**src/rtl/mbus_pkg.sv**
```systemverilog
package mbus_pkg;
  typedef enum logic [2:0] {
    ST_IDLE = 3'd0,
    ST_T1   = 3'd1,
    ST_T2   = 3'd2,
    ST_T3   = 3'd3,
    ST_T4   = 3'd4
  } tState_e;

  // strobes from control to datapath
  typedef struct packed {
    logic load;
    logic capture;
    logic driveAddr;
    logic driveData;
    logic ale;
    logic rd;
    logic wr;
    logic memCyc;
  } busCtl_t;
endpackage

```
**src/rtl/mbus_ctrl.sv**
```systemverilog
module mbus_ctrl
  import mbus_pkg::*;
(
  input  logic    clk,
  input  logic    rstN,
  input  logic    reqValid,
  input  logic    reqWrite,
  output logic    reqReady,
  output logic    done,
  output busCtl_t ctl
);
  tState_e stQ, stD;
  logic    isWriteQ;
  logic    doneQ;

  always_comb begin
    ctl = '0;
    stD = stQ;
    unique case (stQ)
      ST_IDLE: begin
        ctl.load = reqValid;
        if (reqValid) stD = ST_T1;
      end
      ST_T1: begin
        ctl.memCyc    = 1'b1;
        ctl.driveAddr = 1'b1;
        ctl.ale       = 1'b1;
        stD           = ST_T2;
      end
      ST_T2: begin
        ctl.memCyc    = 1'b1;
        ctl.wr        = isWriteQ;
        ctl.driveData = isWriteQ;
        ctl.rd        = !isWriteQ;
        stD           = ST_T3;
      end
      ST_T3: begin
        ctl.memCyc    = 1'b1;
        ctl.wr        = isWriteQ;
        ctl.driveData = isWriteQ;
        ctl.rd        = !isWriteQ;
        ctl.capture   = !isWriteQ;
        stD           = isWriteQ ? ST_T4 : ST_IDLE;
      end
      ST_T4: begin
        ctl.memCyc    = 1'b1;
        ctl.driveData = 1'b1;
        stD           = ST_IDLE;
      end
      default: stD = ST_IDLE;
    endcase
  end

  always_ff @(posedge clk or negedge rstN) begin
    if (!rstN) begin
      stQ      <= ST_IDLE;
      isWriteQ <= 1'b0;
      doneQ    <= 1'b0;
    end else begin
      stQ <= stD;
      if (ctl.load) isWriteQ <= reqWrite;
      doneQ <= (stQ == ST_T4) || (stQ == ST_T3 && !isWriteQ);
    end
  end

  assign reqReady = (stQ == ST_IDLE);
  assign done     = doneQ;
endmodule

```
**src/rtl/mbus_dp.sv**
```systemverilog
module mbus_dp
  import mbus_pkg::*;
#(
  parameter int ADDR_W = 16,
  parameter int DATA_W = 8
) (
  input  logic              clk,
  input  logic              rstN,
  input  busCtl_t           ctl,
  input  logic [ADDR_W-1:0] reqAddr,
  input  logic [DATA_W-1:0] reqWdata,
  input  logic [DATA_W-1:0] adIn,
  output logic [ADDR_W-DATA_W-1:0] addrHi,
  output logic [DATA_W-1:0] adOut,
  output logic              adOe,
  output logic              ale,
  output logic              ioMemN,
  output logic              rdN,
  output logic              wrN,
  output logic [DATA_W-1:0] rdData
);
  localparam int HI_W = ADDR_W - DATA_W;

  logic [ADDR_W-1:0] addrQ;
  logic [DATA_W-1:0] wdataQ;
  logic [DATA_W-1:0] rdDataQ;

  always_ff @(posedge clk or negedge rstN) begin
    if (!rstN) begin
      addrQ   <= '0;
      wdataQ  <= '0;
      rdDataQ <= '0;
    end else begin
      if (ctl.load) begin
        addrQ  <= reqAddr;
        wdataQ <= reqWdata;
      end
      if (ctl.capture) rdDataQ <= adIn;
    end
  end

  assign addrHi = addrQ[ADDR_W-1 -: HI_W];
  assign adOut  = ctl.driveAddr ? addrQ[DATA_W-1:0] : wdataQ;
  assign adOe   = ctl.driveAddr | ctl.driveData;
  assign ale    = ctl.ale;
  assign ioMemN = !ctl.memCyc;
  assign rdN    = !ctl.rd;
  assign wrN    = !ctl.wr;
  assign rdData = rdDataQ;
endmodule

```
**src/rtl/mbus_seq.sv**
```systemverilog
module mbus_seq
  import mbus_pkg::*;
#(
  parameter int ADDR_W = 16,
  parameter int DATA_W = 8
) (
  input  logic                     clk,
  input  logic                     rstN,
  input  logic                     reqValid,
  input  logic                     reqWrite,
  input  logic [ADDR_W-1:0]        reqAddr,
  input  logic [DATA_W-1:0]        reqWdata,
  output logic                     reqReady,
  output logic [ADDR_W-DATA_W-1:0] addrHi,
  output logic [DATA_W-1:0]        adOut,
  output logic                     adOe,
  input  logic [DATA_W-1:0]        adIn,
  output logic                     ale,
  output logic                     ioMemN,
  output logic                     rdN,
  output logic                     wrN,
  output logic [DATA_W-1:0]        rdData,
  output logic                     done
);
  busCtl_t ctl;

  mbus_ctrl u_ctrl (
    .clk(clk), .rstN(rstN), .reqValid(reqValid), .reqWrite(reqWrite),
    .reqReady(reqReady), .done(done), .ctl(ctl)
  );

  mbus_dp #(.ADDR_W(ADDR_W), .DATA_W(DATA_W)) u_dp (
    .clk(clk), .rstN(rstN), .ctl(ctl), .reqAddr(reqAddr), .reqWdata(reqWdata),
    .adIn(adIn), .addrHi(addrHi), .adOut(adOut), .adOe(adOe), .ale(ale),
    .ioMemN(ioMemN), .rdN(rdN), .wrN(wrN), .rdData(rdData)
  );
endmodule

```
**config.mk**
```make
export PLATFORM = sky130hd
export DESIGN_NAME = mbus_seq
export DESIGN_NICKNAME = d
export VERILOG_FILES = /design/src/rtl/mbus_pkg.sv /design/src/rtl/mbus_ctrl.sv /design/src/rtl/mbus_dp.sv /design/src/rtl/mbus_seq.sv
export SDC_FILE = /design/constraint.sdc
export NUM_CORES = 1
export LEC_CHECK = 0
export ABC_AREA = 1
export CAP_MARGIN = 30
export CELL_PAD_IN_SITES_DETAIL_PLACEMENT = 0
export CELL_PAD_IN_SITES_GLOBAL_PLACEMENT = 1
export CORE_UTILIZATION = 50
export CTS_BUF_LIST = sky130_fd_sc_hd__clkbuf_4 sky130_fd_sc_hd__clkbuf_8
export CTS_CLUSTER_SIZE = 30
export DETAILED_ROUTE_END_ITERATION = 8
export DONT_BUFFER_PORTS = 1
export PLACE_DENSITY = 0.93
export RECOVER_POWER = 100
export SETUP_SLACK_MARGIN = 0.1
export SLEW_MARGIN = 20
export SYNTH_ARGS = -nofsm -noshare
export SYNTH_HDL_FRONTEND = slang
export SYNTH_SLANG_ARGS = --single-unit
```
**constraint.sdc**
```tcl
create_clock -name clk -period 2.1 [get_ports clk]
set_input_delay 0.105 -clock clk [delete_from_list [all_inputs] [get_ports clk]]
set_output_delay 0.105 -clock clk [all_outputs]
set_load 0.01 [all_outputs]
```
==> run metrics <==
die height=61.0 um; GRT Residual Overflow=0; Core Util, Final=68.1%; Distinct cells, synth=17; f_max=~550 MHz; initial core utilization=52.1%; root buf cell=clkbuf_4; register area share after synthesis=53.2%; post-route cell area=0.00227 mm2; Vias=1605; PwrDens=1440 mW/mm2; pin count of the biggest net entering global routing=38; largest family of logic cells by synthesized area=simple AND/OR/NAND/NOR gates; setup TNS=0 ps; clk sinks=37; Yosys warning count=0; number of synthesized flops with an enable pin=0; crit share post-route=87.0%; GPL Wtd Cong=around 0.8; max_slew headroom=-7.74%; Hold Path Depth=3; Crit path arrival time=1720 ps; post-synthesis mux area share=0%; Post-DP Area=around 0.0017 mm2; minimum clock period after layout=1830 ps; Hold Crit Class=in -> reg; GR Util met1=29.6%; critical path class=reg -> out; Iter 0 DRT Violations=79; vias in the first global route=1605; HPWL after DPL=2590 um; Post-DRT Antenna Nets=0; final hold vios=0; failing checks=max-capacitance violations, max-slew violations; Slew @ Worst Pin=around 1600 ps; share of cells above drive strength 1=5.65%; outcome=finished, violations left; adder and majority gate portion of the synthesized area=0%; GRT Overall Usage=26.3%; VDD IR-drop max=0.000726 V; clock slew at reported path FFs=120 ps; DR DRC count=0; Hold Path End=u_dp.rdData[5]$_DFFE_PN0P_; dpl cells=235; Post-Synthesis Mean Instance Area=8.44 um2; TritonCTS Buffers=5; Skew-Pair Late Insertion Delay=360 ps; IO buf count=0; Site Rows=21; crit end category=output pin; pre-CTS WS=610 ps; post-synth top area share=53.2%; DR vias/cell=approximately 5.5; Fillers=273; CTS tree=yes; first-pass GRT wire length=roughly 7000 um; r2r endpoint=u_dp.addrQ[13]$_DFFE_PN0P_; most common cell in the synthesized netlist=nand2_1; Area Growth Syn to Fin=30.6%; routed length per instance=15.6 um; Post-Syn Instances=206; asr flop ratio synth=100%; Fin Clk Skew=10.4 ps; Tot Pwr=3.28 mW; final setup violation count=0; post-CTS setup buffer count=0; RSZ-0062 raised after global routing=false; IO Pins=67; DR pass1 iterations=4; busiest grt layer=met2; Bufs on Longest Clock Path=2; Mapped Nets=242; Hold Slack=about 420 ps; Pleak=1.14 nW; synth top area cells=dfrtp_1, nand2_1, nand4_1; R2R setup slack=300 ps; GR Util met3=6.61%; M2 GR Usage=between 40 and 50%; final antenna diode count=0; initial antenna violation count=0; Synth Area in Simple Gates=37.6%; Max FO, Critical Path=14; H-tree depth=2; R2R depth=4; die area=0.00372 mm2; required time of the worst setup path=2000 ps; Slew Viols, Final=38; Mapped Area=0.00174 mm2; fin nets=283; Die W=61.0 um; ys flop type=dfrtp_1; final setup margin=approximately 270 ps; cell taking the most area after synthesis=dfrtp_1; # Max-Cap Violations=1; r2r startpoint=u_ctrl.stQ[1]$_DFFE_PN0P_; floorplan core area=approximately 0.0033 mm2; Compound-Gate Fraction of Synth Area=0.288%; Yosys reg bits=37; routed wire length=4600 um; hold path start=adIn[5]; final non-filler cell total=294; Startpoint Class=register; post-synthesis xor/xnor area fraction=0%; Post-synth top cells=nand2_1, dfrtp_1, nand4_1
## area by class of cell
| cell class | instances | area, um2 | area share [%] |
|---|---|---|---|
| Multi-Input combinational cell | 144 | 632 | 27.8 |
| Sequential cell | 37 | 926 | 40.8 |
| Timing Repair Buffer | 53 | 528 | 23.3 |
| Tap cell | 46 | 57.6 | 2.53 |
| Inverter | 6 | 25.0 | 1.10 |
| Clock inverter | 3 | 65.1 | 2.87 |
| Clock buffer | 5 | 37.5 | 1.65 |
## how the worst max path moves through the flow
stage	startpoint	endpoint	slack, ps	cells after the start
after CTS	u_ctrl.stQ[1]$_DFFE_PN0P_	adOut[3]	200	5
final	u_ctrl.stQ[1]$_DFFE_PN0P_	adOut[7]	270	5
after detailed placement	u_ctrl.stQ[1]$_DFFE_PN0P_	adOut[3]	610	5
after global placement	u_ctrl.stQ[1]$_DFFE_PN0P_	adOut[7]	690	5
after floorplan	u_ctrl.stQ[0]$_DFFE_PN0P_	adOe	930	5
after global routing	u_ctrl.stQ[1]$_DFFE_PN0P_	u_dp.addrQ[7]$_DFFE_PN0P_	110	4
## flip-flops by register name, indices dropped and copies added, names as in the netlist
| signal | flops |
|---|---|
| u_ctrl.done | 1 |
| u_ctrl.isWriteQ | 1 |
| u_ctrl.stQ | 3 |
| u_dp.addrQ | 16 |
| u_dp.rdData | 8 |
| u_dp.wdataQ | 8 |
## placed cells by master, fill, tap and decap left out
cell / instances
clkbuf_4: 5
inv_4: 1
nor2_4: 1
clkinv_2: 1
nand3_2: 1
nand3_1: 10
nand2_1: 101
o21ai_0: 1
dlymetal6s2s_1: 1
inv_1: 4
bufinv_16: 2
buf_4: 2
inv_2: 1
nor2_1: 4
nand4_1: 25
dlygate4sd3_1: 50
nor3_1: 1
dfrtp_1: 37
## timing repair
action / 4_1_cts / 5_1_grt
hold buffers: 51 / 0
endpoints found under the setup margin: 0 / 8
hold endpoints to repair: 71 / 0
gates resized for setup: 0 / 1
## report_power, final
group	total [mW]	leakage, nW	internal (mW)	switching, mW
Combinational	1.28	0.620	0.419	0.861
Clock	0.621	0.0552	0.368	0.253
Sequential	1.38	0.460	1.05	0.327
## cell families (layout without fill, tap and decap cells)
logic type / after synthesis / count (layout)
AOI/OAI and AO/OA: 1 / 1
buffers and inverters: 25 / 67
DFF: 37 / 37
and+or+nand+nor: 143 / 143
## layer usage
| layer | part of all wire, % | up-vias |
|---|---|---|
| met5 | 0 | - |
| met4 | 1.7 | 0 |
| met3 | 5.2 | 10 |
| met2 | 53 | 63 |
| met1 | 40 | 788 |
| li1 | - | 744 |
## worst max-delay path, stage by stage, from the launching register on
cell	delay [ps]
dfrtp_1	490
inv_4	180
nand3_2	230
inv_2	260
nand2_1	70
nand2_1	140
Note: power is estimated with default switching activity, not from simulation.
